File: src/rtl/pcs_pkg.sv
package pcs_pkg;
  typedef enum logic [1:0] {
    PS_RUN   = 2'd0,
    PS_DRAIN = 2'd1,
    PS_GRANT = 2'd2,
    PS_SLEEP = 2'd3
  } pwr_state_e;
endpackage

File: src/rtl/pcs_sync.sv
module pcs_sync #(
  parameter int          STAGES    = 2,
  parameter int          WIDTH     = 2,
  parameter logic [WIDTH-1:0] RST_VAL = '1
) (
  input  logic             clk,
  input  logic             rst,
  input  logic [WIDTH-1:0] d_async,
  output logic [WIDTH-1:0] q_sync
);
  logic [WIDTH-1:0] chain [STAGES];

  always_ff @(posedge clk) begin
    if (rst) chain[0] <= RST_VAL;
    else     chain[0] <= d_async;
  end

  for (genvar s = 1; s < STAGES; s++) begin : g_stage
    always_ff @(posedge clk) begin
      if (rst) chain[s] <= RST_VAL;
      else     chain[s] <= chain[s-1];
    end
  end

  assign q_sync = chain[STAGES-1];
endmodule

File: src/rtl/pcs_fsm.sv
module pcs_fsm
  import pcs_pkg::*;
(
  input  logic clk,
  input  logic rst,
  input  logic stop_req,
  input  logic sleep_req,
  input  logic core_idle,
  output logic core_clk_en,
  output logic pll_en,
  output logic snoop_en,
  output logic stop_ack
);
  pwr_state_e state_q, state_d;

  always_comb begin
    state_d = state_q;
    unique case (state_q)
      PS_RUN:   if (stop_req) state_d = core_idle ? PS_GRANT : PS_DRAIN;
      PS_DRAIN: if (!stop_req)     state_d = PS_RUN;
                else if (core_idle) state_d = PS_GRANT;
      PS_GRANT: if (!stop_req)     state_d = PS_RUN;
                else if (sleep_req) state_d = PS_SLEEP;
      PS_SLEEP: if (!sleep_req)    state_d = PS_GRANT;
      default:  state_d = PS_RUN;
    endcase
  end

  always_ff @(posedge clk) begin
    if (rst) begin
      state_q     <= PS_RUN;
      core_clk_en <= 1'b1;
      pll_en      <= 1'b1;
      snoop_en    <= 1'b1;
      stop_ack    <= 1'b0;
    end else begin
      state_q     <= state_d;
      core_clk_en <= (state_d == PS_RUN) || (state_d == PS_DRAIN);
      pll_en      <= 1'b1;
      snoop_en    <= (state_d != PS_SLEEP);
      stop_ack    <= (state_d == PS_GRANT) &&
                     ((state_q == PS_RUN) || (state_q == PS_DRAIN));
    end
  end

  p_ack_single_r4: assert property (@(posedge clk) disable iff (rst)
    stop_ack |=> !stop_ack);
  p_ack_in_grant_r5: assert property (@(posedge clk) disable iff (rst)
    stop_ack |-> (!core_clk_en && snoop_en));
  p_idle_wait_r3: assert property (@(posedge clk) disable iff (rst)
    (core_clk_en && !core_idle) |=> core_clk_en);
  p_sleep_from_grant_r7: assert property (@(posedge clk) disable iff (rst)
    $fell(snoop_en) |-> $past(!core_clk_en));
  p_wake_to_grant_r9: assert property (@(posedge clk) disable iff (rst)
    $rose(snoop_en) |-> !core_clk_en);
  p_sleep_ignored_r8: assert property (@(posedge clk) disable iff (rst)
    (core_clk_en && !stop_req) |=> (core_clk_en && snoop_en));
  p_pll_kept_r10: assert property (@(posedge clk) disable iff (rst)
    pll_en);
endmodule

File: src/rtl/pcs_clkstop_ctrl.sv
module pcs_clkstop_ctrl #(
  parameter int SYNC_STAGES = 2
) (
  input  logic clk,
  input  logic rst,
  input  logic stop_req_n,
  input  logic sleep_req_n,
  input  logic core_idle,
  output logic core_clk_en,
  output logic pll_en,
  output logic snoop_en,
  output logic stop_ack
);
  localparam int NREQ = 2;

  logic [NREQ-1:0] req_n_sync;

  pcs_sync #(
    .STAGES (SYNC_STAGES),
    .WIDTH  (NREQ),
    .RST_VAL({NREQ{1'b1}})
  ) u_sync (
    .clk    (clk),
    .rst    (rst),
    .d_async({sleep_req_n, stop_req_n}),
    .q_sync (req_n_sync)
  );

  pcs_fsm u_fsm (
    .clk        (clk),
    .rst        (rst),
    .stop_req   (!req_n_sync[0]),
    .sleep_req  (!req_n_sync[1]),
    .core_idle  (core_idle),
    .core_clk_en(core_clk_en),
    .pll_en     (pll_en),
    .snoop_en   (snoop_en),
    .stop_ack   (stop_ack)
  );

  p_reset_state_r1: assert property (@(posedge clk)
    $past(rst) |-> (core_clk_en && pll_en && snoop_en && !stop_ack));
endmodule

File: config.mk
export PLATFORM = sky130hd
export DESIGN_NAME = pcs_clkstop_ctrl
export DESIGN_NICKNAME = d
export VERILOG_FILES = /design/src/rtl/pcs_pkg.sv /design/src/rtl/pcs_sync.sv /design/src/rtl/pcs_fsm.sv /design/src/rtl/pcs_clkstop_ctrl.sv
export SDC_FILE = /design/constraint.sdc
export NUM_CORES = 1
export LEC_CHECK = 0
export ABC_AREA = 1
export BUFFER_PORTS_ARGS = -buffer_cell sky130_fd_sc_hd__clkbuf_2
export CELL_PAD_IN_SITES_DETAIL_PLACEMENT = 1
export CELL_PAD_IN_SITES_GLOBAL_PLACEMENT = 2
export CORE_MARGIN = 4
export CORE_UTILIZATION = 25
export CTS_BUF_LIST = sky130_fd_sc_hd__clkbuf_16
export DETAILED_ROUTE_END_ITERATION = 16
export GPL_TIMING_DRIVEN = 0
export PLACE_DENSITY = 0.64
export SLEW_MARGIN = 20
export SYNTH_ARGS = -nofsm -noshare
export SYNTH_HDL_FRONTEND = slang
export SYNTH_HIERARCHICAL = 1
export SYNTH_SLANG_ARGS = --single-unit
File: constraint.sdc
create_clock -name clk -period 2 [get_ports clk]
set_clock_uncertainty 0.15 [all_clocks]
set_input_delay 0.2 -clock clk [delete_from_list [all_inputs] [get_ports clk]]
set_output_delay 0.2 -clock clk [all_outputs]
set_load 0.01 [all_outputs]
======== Word level (Yosys, flattened, before mapping) ========
Memory sizes are Yosys's and may differ from the RTL's.
Index checks and enable logic that the tools add are counted.
W data, S select, Z words.
storage, ports and cells
  bits in registers ....................... 5
  bits in latches ......................... 0
  memory bits (writable) .................. 4
  memory bits (read-only) ................. 0
  input port bits ......................... 5
  output and inout port bits .............. 4
  word-level logic and storage cells ...... 31
  memories ................................ 1
memory list
  memory        depth  bits a word  rd ports  clocked after Yosys merged registers in  write ports  RTL line        RTL
  u_sync.chain  2      2            2         0                                        2            pcs_sync.sv:11  logic [WIDTH-1:0] chain [STAGES];
operators by class
  $add $sub $neg .......................... 0
  $mul .................................... 0
  divide/modulo/power cells ............... 0
  magnitude comparators ................... 0
  equal/unequal tests ..................... 6
  shift operators ......................... 0
  multiplexer cells ....................... 13
  bitwise logic cells ..................... 2
  reduce and logical (&&, ||, !) cells .... 5
operators by type and width
  cell                  count
  $mux W2               9
  $pmux W2 S4           1
  $eq A2 B2 Y1 const B  3
  $eq A2 B1 Y1 const B  2
  $logic_not A2 Y1      2
  $mux W1               3
  $logic_or A1 B1 Y1    2
  $ne A2 B2 Y1 const B  1
  $or A1 B1 Y1          2
  $logic_and A1 B1 Y1   1

======== Depth between registers and ports, before layout ========
Gate-level depths: netlist of the first run.
An unclocked memory read counts as a cell.
  depth after elaboration ................. 6
  mapped depth ............................ 7
  depth with buffers taken out ............ 7

======== Cells and area by module ========
Netlist of the first run, hierarchy kept.
modules (own cells, without submodules)
  module            times used  cells each  area each (um^2)  seq. area each (um^2)
  pcs_fsm           1           27          214.0             100.1
  pcs_sync          1           13          116.4             80.1
  pcs_clkstop_ctrl  1           2           7.5               0.0

======== Worst setup path before layout of the first run ========
No wires, ideal clock.
  path kind ............................... register to register
  start point ............................. memory u_sync.chain[1][0]
  end point ............................... register u_fsm.state_q[0]
  setup time .............................. 109 ps
  arrival time ............................ 668 ps
  required time ........................... 1,741 ps
  slack ................................... 1,073 ps
  stages on the path, launching flop included .. 8
  path buffers ............................ 0
  period minus slack after synthesis ...... 927 ps
  path through ............................ dfxtp_1 -> inv_1 -> inv_2 -> nand2_2 -> nand2_1 -> nand3_1 -> nand2_1 -> nor2_2
RTL lines
  what                    RTL line        RTL
  start: declaration      pcs_sync.sv:11
  end signal: assignment  pcs_fsm.sv:37   state_q <= state_d;
  end: declaration        pcs_fsm.sv:14   pwr_state_e state_q, state_d;

==> impl_metrics.csv, run 1 <==
group,metric,value,unit
floorplan,pin_count,9,
pwr,pwr-share-clk,0.619,
routing,avgRoutedWirePerCell,8.87,µm
routing,wirelength,594,µm
critical_path,crit_start,"u_sync/chain[1][0]",
routing,first_pass_iters,1,
critical_path,slowest_delay,0.30,ns
finish,diodes,0,
critical_path,r2r_start,"u_sync/chain[1][0]",
grt,grt_overflow,0,
clocking,clkTransAtPathRegs,0.04,ns
grt,first_global_vias,277,
clocking,ctsResizeCount,0,
routing,drtAntennaViolNets,0,
status,status,"completed",
synth,ys_types,14,
critical_path,ff2ff_setup_slack,0.98,ns
routing,drc,0,
routing,vias,271,
sta,tns,0,ns
sta,rsz0062_at_grt,"false",
placement,dp_slack,0.984,ns
placement,place_inst,63,
critical_path,r2r_end,"u_fsm/state_q[0]",
critical_path,crit_end,"u_fsm/state_q[0]",
grt,antenna_found_initial,0,
pwr,ir_drop,376,µV
sta,setup_violations,0,
grt,track_usage,0.0724,
run,drv_cap,0,
critical_path,cp_top_family,"simple AND/OR/NAND/NOR gates",
floorplan,die_w,44.8,µm
floorplan,initial_core_util,0.285,
grt,grt_max_degree,6,
critical_path,cpMostUsedCell,"nand2_1",
pwr,p_per_area,1180,mW/mm²
critical_path,cp.depth,7,
critical_path,crit_chain,"inv_1 -> inv_2 -> nand2_2 -> nand2_1 -> nand3_1 -> nand2_1 -> nor2_2",
critical_path,worstPathArrival,1.00,ns
floorplan,die-area,0.00200,mm²
clocking,clkSinkCount,9,
synth,syn_inst,42,
synth,synth_nets,47,
clocking,htree_levels,1,
clocking,root_buffer,"clkbuf_16",
finish,finish.instance_area,469,µm²
grt,grt_pass1_wl,1020,µm
clocking,clkLatencyLatePin,0.23,ns
pwr,p_seq_frac,0.339,
placement,gp_congestion,0.595,
synth,yosysSeqAreaShare,0.533,
sta,finalHoldViolCount,0,
synth,ys_ff_latch,9,
critical_path,worst-path-buf-inv,2,
pwr,p_switching,96.0,µW
sta,fmax,0.977,GHz
routing,viasPerCell,4.04,
routing,drt_iter0_markers,0,
clocking,cts_buffer_depth,2,
critical_path,worstSetupStartpointType,"flip-flop",
placement,io_buffers,7,
sta,slew_viol_final,0,
synth,post_synth.cell_area_avg,8.04,µm²
pwr,internal_power,455,µW
placement,place_area,390,µm²
finish,fin_cells,67,
finish,syn2layout_area_growth,38.9,%
floorplan,dieHeight,44.8,µm
pwr,swShare,0.174,
worst_hold_path,hp-class,"input pin to flip-flop",
clocking,holdBufCountCts,0,
sta,worst_slack,0.977,ns
placement,hpwlAfterDp,506,µm
finish,drive_gt1_frac,0.358,
clocking,tritoncts,"done",
pwr,leakage,0.000262,µW
sta,fin_crit,1.02,ns
synth,synth_warnings,6,
sta,finalCritPeriodShare,0.512,
pwr,p_comb_frac,0.042,
finish,nets,59,
critical_path,cp_max_fo,3,
clocking,post_cts_buffers,0,
critical_path,timing_worst_setup_path_type,"flip-flop to flip-flop",
critical_path,end_kind,"flip-flop",
synth,syn_area,338,µm²
floorplan,rows,12,
critical_path,r2r_cells,7,
critical_path,crit_required,1.98,ns
floorplan,core,0.00119,mm²
clocking,cts_made_buffers,3,
critical_path,cpMaxStageDelayCell,"dfxtp_1",
sta,fin_hold_ws,0.00559,ns
## power by group through the flow
| stage | Sequential, µW | Combinational (µW) | Clock [µW] |
|---|---|---|---|
| after floorplan | 189 | 15.8 | 0 |
| after global routing | 187 | 26.3 | 360 |
| after detailed placement | 190 | 23.7 | 0 |
| after CTS | 187 | 23.8 | 347 |
| after global placement | 190 | 22.1 | 0 |
| final | 187 | 23.3 | 341 |
## layout make-up
class / count / area [µm²]
Fill cell: 145 / 717
Sequential cell: 9 / 180
Multi-Input combinational cell: 18 / 97.6
Clock buffer: 3 / 75.1
Inverter: 14 / 52.6
Timing Repair Buffer: 7 / 35.0
Tap cell: 14 / 17.5
Buffer: 1 / 7.51
Clock inverter: 1 / 3.75
## layer usage
metal	track usage	routed length, µm	vias up
met3	0.0359	50	0
met1	0.0652	233	125
li1	-	-	138
met2	0.123	310	8
met4	0.0542	0	0
met5	0	0	-
## logic make-up after synthesis
kind of cell / share of synthesized area
AO/OA/AOI/OAI: 0.0482
other: 0.0111
buffers and inverters: 0.178
AND/OR/NAND/NOR: 0.230
flip-flops: 0.533
## cells in the mapped netlist
library cell / count / area (µm²)
inv_1: 11 / 41.3
dfxtp_1: 9 / 180
nand2_1: 7 / 26.3
inv_2: 2 / 7.51
nand2_2: 2 / 12.5
nand3_1: 2 / 10.0
nor2_2: 2 / 12.5
buf_4: 1 / 7.51
clkinv_1: 1 / 3.75
conb_1: 1 / 3.75
nand3_2: 1 / 10.0
nand4_1: 1 / 6.26
o211ai_1: 1 / 7.51
o21ai_2: 1 / 8.76
## layout by cell type (no fill, tap or decap)
cell / instances
nand3_1: 2
o211ai_1: 1
nand3_2: 1
nor2_2: 2
clkinv_1: 1
nand2_1: 7
buf_4: 1
dfxtp_1: 9
conb_1: 1
nand2_2: 2
clkbuf_2: 7
nand4_1: 1
inv_2: 2
clkbuf_16: 3
o21ai_2: 1
inv_1: 12
## worst min path at each step
stage               cells past startpoint         from                 end
global placement                        3  sleep_req_n  u_sync/chain[0][1]
detailed placement                      3  sleep_req_n  u_sync/chain[0][1]
finish                                  3  sleep_req_n  u_sync/chain[0][1]
global route                            3  sleep_req_n  u_sync/chain[0][1]
floorplan                               1          rst    u_fsm/state_q[0]
CTS                                     3  sleep_req_n  u_sync/chain[0][1]
## flip-flops by register name, indices dropped and copies added (netlist names)
register and cells:
u_sync/chain 4, u_fsm/state_q 2, u_fsm/core_clk_en 1, u_fsm/snoop_en 1, u_fsm/stop_ack 1
## worst min-delay path, cell delays in order
cell	delay, ns
clkbuf_2	0.08
inv_1	0.03
nand2_1	0.05
## through the flow
step,utilization,total power (µW)
4_1_cts,0.396,558
6_report,0.396,551
3_3_place_gp,0.329,212
5_1_grt,0.396,574
3_5_place_dp,0.329,214
2_1_floorplan,-,205
Note: power is estimated with default switching activity, not from simulation.
==> run 2, diff against run 1 <==
CORE_UTILIZATION = 23   (was 25)
PLACE_DENSITY = 0.62   (was 0.64)
clock period = 0.8 ns   (was 2 ns; I/O delays follow)
==> run 2 against run 1 <==
  * The flow now finishes with violations (negative hold slack, negative setup slack)
  * Critical path depth shrank 1
  * Global-route usage grew 0.14 points
  * Clock power grew to 2.5 times the previous value
  * Fmax grew 5.0%
  * Routed wire length grew 9.4%
  * Non-clock buffer count grew 1
  * Combinational power grew to 3.2 times the previous value
  * Largest cell class unchanged
  * Largest power group unchanged
==> impl_metrics.csv, run 2 (same netlist as run 1, synthesis figures left out) <==
group,metric,value,unit
routing,viasPerCell,4.10,
pwr,ir_drop,1400,µV
clocking,htree_levels,1,
placement,gp_congestion,0.648,
finish,num-fill-cells,164,
sta,worst_slack,-0.174,ns
placement,io_buffers,7,
floorplan,core,0.00135,mm²
floorplan,initial_core_util,0.250,
floorplan,pin_count,9,
critical_path,worstSetupStartpointType,"flip-flop",
critical_path,cp_max_fo,3,
pwr,p_per_area,2720,mW/mm²
run,drv_cap,0,
finish,final_common_cell,"inv_1",
sta,fin_hold_ws,-0.126,ns
pwr,leakage,0.000277,µW
finish,layout_common_cells,"inv_1 (9), nand2_1 (6), inv_2 (5), dfxtp_1 (5)",
routing,avgRoutedWirePerCell,9.42,µm
finish,diodes,0,
floorplan,die-area,0.00215,mm²
routing,wirelength,650,µm
finish,syn2layout_area_growth,53.0,%
clocking,clkLatencyLatePin,0.23,ns
finish,finish.instance_area,517,µm²
critical_path,end_kind,"flip-flop",
clocking,root_buffer,"clkbuf_16",
finish,top_regs,"u_sync/chain (4), u_fsm/state_q (2)",
floorplan,rows,13,
critical_path,worstPathArrival,0.95,ns
placement,place_inst,64,
grt,first_global_vias,260,
status,status,"finished, violations left",
placement,dp_slack,-0.212,ns
placement,place_area,392,µm²
sta,finalCritPeriodShare,1.22,
critical_path,r2r_cells,6,
floorplan,die_w,46.3,µm
placement,hpwlAfterDp,500,µm
sta,rsz0062_at_grt,"true",
sta,finalHoldViolCount,5,
routing,drc,0,
clocking,cts_made_buffers,3,
routing,drtAntennaViolNets,0,
clocking,tritoncts,"done",
grt,grt_pass1_wl,1040,µm
finish,nets,60,
sta,setup_violations,8,
grt,track_usage,0.0738,
routing,drt_iter0_markers,0,
finish,fin_cells,69,
clocking,cts_buffer_depth,2,
routing,vias,283,
sta,fin_crit,0.974,ns
finish,regMostFlops,"u_sync/chain",
worst_hold_path,hp-class,"input pin to flip-flop",
grt,grt_max_degree,6,
sta,tns,-0.899,ns
status,violations,"negative hold slack, negative setup slack",
routing,first_pass_iters,1,
finish,largest_register_ffs,4,
grt,antenna_found_initial,0,
sta,slew_viol_final,0,
critical_path,timing_worst_setup_path_type,"flip-flop to flip-flop",
floorplan,dieHeight,46.3,µm
critical_path,crit_required,0.78,ns
worst_hold_path,holdPathStages,3,
clocking,clkSinkCount,9,
finish,post-route-util,0.383,
grt,grt_overflow,0,
sta,fmax,1.03,GHz
clocking,clkTransAtPathRegs,0.04,ns
finish,drive_gt1_frac,0.537,
run 2: cell type report:
| class | instances | area (µm²) | area share |
|---|---|---|---|
| Buffer | 1 | 7.51 | 0.0145 |
| Clock buffer | 3 | 75.1 | 0.145 |
| Clock inverter | 1 | 3.75 | 0.00726 |
| Inverter | 14 | 55.1 | 0.107 |
| Multi-Input combinational cell | 18 | 113 | 0.218 |
| Sequential cell | 9 | 185 | 0.358 |
| Tap cell | 15 | 18.8 | 0.0363 |
| Timing Repair Buffer | 8 | 58.8 | 0.114 |
run 2: report_power, final:
part | switching [µW] | internal, µW
combinational | 42.7 | 32.8
clock | 211 | 652
sequential | 4.96 | 464
run 2: through the flow:
stage          power, µW  hold slack (ns)
4_1_cts             1400           -0.123
6_report            1410           -0.126
3_3_place_gp         529            0.109
2_1_floorplan        513         -0.00313
5_1_grt             1460           -0.111
3_5_place_dp         533            0.117
run 2: what timing repair did:
| item | CTS | global route |
|---|---|---|
| setup buffers | 0 | 1 |
| setup endpoints to repair | 8 | 8 |
| gates resized for setup | 4 | 14 |
| pin swaps | 1 | 0 |
| hold endpoints to repair | 6 | 5 |
| gates cloned | 0 | 0 |
run 2: metal layers:
| metal | vias to the layer above | track usage | part of all wire | wire length [µm] |
|---|---|---|---|---|
| li1 | 141 | - | - | - |
| met1 | 130 | 0.0746 | 0.38 | 250 |
| met2 | 10 | 0.102 | 0.50 | 324 |
| met3 | 2 | 0.0586 | 0.098 | 64 |
| met4 | 0 | 0.0511 | 0.014 | 9 |
| met5 | - | 0 | 0 | 0 |
run 2: path summary, 6_finish.rpt:
check	from	to	slack, ns
max	u_sync/chain[1][0]	u_fsm/state_q[1]	-0.17
max reg2reg	u_sync/chain[1][0]	u_fsm/state_q[1]	-0.17
min reg2reg	u_sync/chain[0][0]	u_sync/chain[1][0]	0.26
min	sleep_req_n	u_sync/chain[0][1]	-0.13
run 2: critical path, cell delays in order (launching register included):
cell and delay (ns):
dfxtp_2 0.31, inv_2 0.05, inv_4 0.06, nand2_4 0.06
buf_6 0.12, nand3_4 0.08, inv_1 0.04
==> run 3, diff against run 2 <==
CORE_UTILIZATION = 25   (was 23)
CTS_BUF_LIST = sky130_fd_sc_hd__clkbuf_4   (was sky130_fd_sc_hd__clkbuf_16)
PLACE_DENSITY = 0.64   (was 0.62)
RECOVER_POWER = 25   (was not set)
clock period = 0.91 ns   (was 0.8 ns; I/O delays follow)
==> run 3 against run 2 <==
  * The flow still finishes with violations (negative hold slack, negative setup slack)
  * Sequential share of layout area rose by 0.68 points
  * Largest power group is now sequential cells
  * Critical endpoint is now u_fsm/state_q[0]
  * Setup slack improved by 0.084 ns
  * Worst hold slack improved by 0.013 ns
  * Utilization rose by 4.8 points
  * Count of clock-buffer cells in the layout rose by 1
  * Sequential power fell by 13%
  * Fmax fell by 2.6%
  * Register-to-register slack improved by 0.08 ns
  * First-iteration DRC count did not move
==> impl_metrics.csv, run 3 (same netlist as run 1, synthesis figures left out) <==
group,metric,value,unit
grt,use_met1,0.0773,
finish,diodes,0,
sta,rsz0062_at_grt,"true",
sta,worst_slack,-0.0902,ns
grt,grt_use_met2,0.172,
pwr,swShare,0.215,
grt,grt_util_met3,0.0279,
clocking,clkLatencyLatePin,0.25,ns
finish,drive_gt1_frac,0.614,
grt,grt_pass1_wl,1250,µm
critical_path,crit_required,0.91,ns
clocking,clkSinkCount,9,
critical_path,cpMostUsedCell,"nand2_2",
routing,drc,0,
critical_path,cp_top_family,"flip-flops",
clocking,cts_buffer_depth,2,
placement,hpwlAfterDp,540,µm
pwr,p_seq_frac,0.500,
status,status,"finished, violations left",
placement,gp_congestion,0.573,
routing,drtAntennaViolNets,0,
routing,drt_iter0_markers,0,
critical_path,slowest_delay,0.32,ns
grt,first_global_vias,312,
placement,place_inst,63,
clocking,root_buffer,"clkbuf_4",
floorplan,dieHeight,44.8,µm
clocking,cts_made_buffers,3,
finish,largest_register_ffs,4,
floorplan,initial_core_util,0.285,
grt,grt_overflow,0,
finish,top_regs,"u_sync/chain (4), u_fsm/state_q (2)",
finish,final_common_cell,"inv_1",
sta,fin_hold_ws,-0.112,ns
sta,fin_crit,1.00,ns
finish,num-fill-cells,145,
finish,syn2layout_area_growth,51.1,%
critical_path,worstSetupStartpointType,"flip-flop",
pwr,p_switching,176,µW
pwr,pwr-share-clk,0.402,
pwr,p_per_area,1610,mW/mm²
critical_path,worstPathArrival,1.00,ns
floorplan,rows,12,
finish,multiInputGateArea,125,µm²
grt,grt_busiest_layer,"met2",
floorplan,die-area,0.00200,mm²
clocking,htree_levels,1,
pwr,leakage,0.000270,µW
critical_path,cp_max_fo,3,
sta,fmax,1.00,GHz
sta,finalCritPeriodShare,1.10,
pwr,internal_power,644,µW
routing,first_pass_iters,1,
critical_path,worst-path-buf-inv,2,
sta,finalHoldViolCount,6,
finish,regArea,186,µm²
critical_path,end_kind,"flip-flop",
finish,layout_common_cells,"inv_1 (8), nand2_1 (5), dfxtp_2 (5)",
clocking,holdBufCountCts,2,
worst_hold_path,hp-class,"input pin to flip-flop",
grt,antenna_found_initial,0,
finish,nets,63,
routing,viasPerCell,3.90,
clocking,clkTransAtPathRegs,0.06,ns
clocking,tritoncts,"done",
critical_path,cpMaxStageDelayCell,"dfxtp_2",
sta,setup_violations,8,
floorplan,core,0.00119,mm²
pwr,p_comb_frac,0.099,
floorplan,die_w,44.8,µm
placement,io_buffers,7,
routing,vias,277,
finish,regMostFlops,"u_sync/chain",
sta,slew_viol_final,0,
grt,grt_max_degree,6,
routing,avgRoutedWirePerCell,9.70,µm
status,violations,"negative hold slack, negative setup slack",
grt,track_usage,0.0889,
critical_path,crit_chain,"inv_2 -> inv_4 -> nand2_4 -> nand2_2 -> nand3_2 -> nand2_2 -> nor2_2",
routing,wirelength,689,µm
pwr,ir_drop,712,µV
critical_path,timing_worst_setup_path_type,"flip-flop to flip-flop",
finish,fin_cells,71,
run,drv_cap,0,
floorplan,pin_count,9,
-- run 3: layout make-up --
type | count | share of cell area
Inverter | 14 | 0.113
Clock buffer | 4 | 0.0588
Sequential cell | 9 | 0.365
Buffer | 1 | 0.0147
Tap cell | 14 | 0.0343
Timing Repair Buffer | 11 | 0.169
Multi-Input combinational cell | 18 | 0.245
-- run 3: worst paths after layout --
check	start	cells past startpoint	slack (ns)	endpoint
worst max-delay path	u_sync/chain[1][0]	7	-0.09	u_fsm/state_q[0]
worst min-delay path	rst	2	-0.11	u_fsm/state_q[0]
worst max register to register	u_sync/chain[1][0]	7	-0.09	u_fsm/state_q[0]
worst min register to register	u_sync/chain[0][0]	2	0.26	u_sync/chain[1][0]
-- run 3: timing repair --
item	CTS	global route
endpoints found under the hold margin	7	6
endpoints found under the setup margin	7	8
pin swaps	3	4
gates resized for setup	8	15
setup buffers	1	1
-- run 3: power groups by stage --
| stage | clock [µW] | sequential (µW) | combinational (µW) |
|---|---|---|---|
| detailed placement | 0 | 417 | 51.9 |
| finish | 329 | 409 | 80.8 |
| CTS | 343 | 409 | 65.9 |
| floorplan | 0 | 416 | 34.7 |
| global placement | 0 | 416 | 48.7 |
| global route | 359 | 411 | 92.3 |
-- run 3: through the flow --
step | total power (µW) | cell area [µm²] | util | TNS [ns] | worst slack (ns)
after floorplan | 451 | 338 | - | -0.0103 | -0.0103
after global placement | 465 | 390 | 0.329 | -0.0989 | -0.0576
after detailed placement | 469 | 390 | 0.329 | -0.352 | -0.154
after CTS | 818 | 462 | 0.389 | -0.337 | -0.0936
after global routing | 862 | 510 | 0.430 | -0.652 | -0.149
final | 819 | 510 | 0.430 | -0.236 | -0.0902
-- run 3: layer usage --
layer	part of all wire	vias up
li1	-	147
met1	0.38	123
met2	0.55	7
met3	0.062	0
met4	0	0
met5	0	-
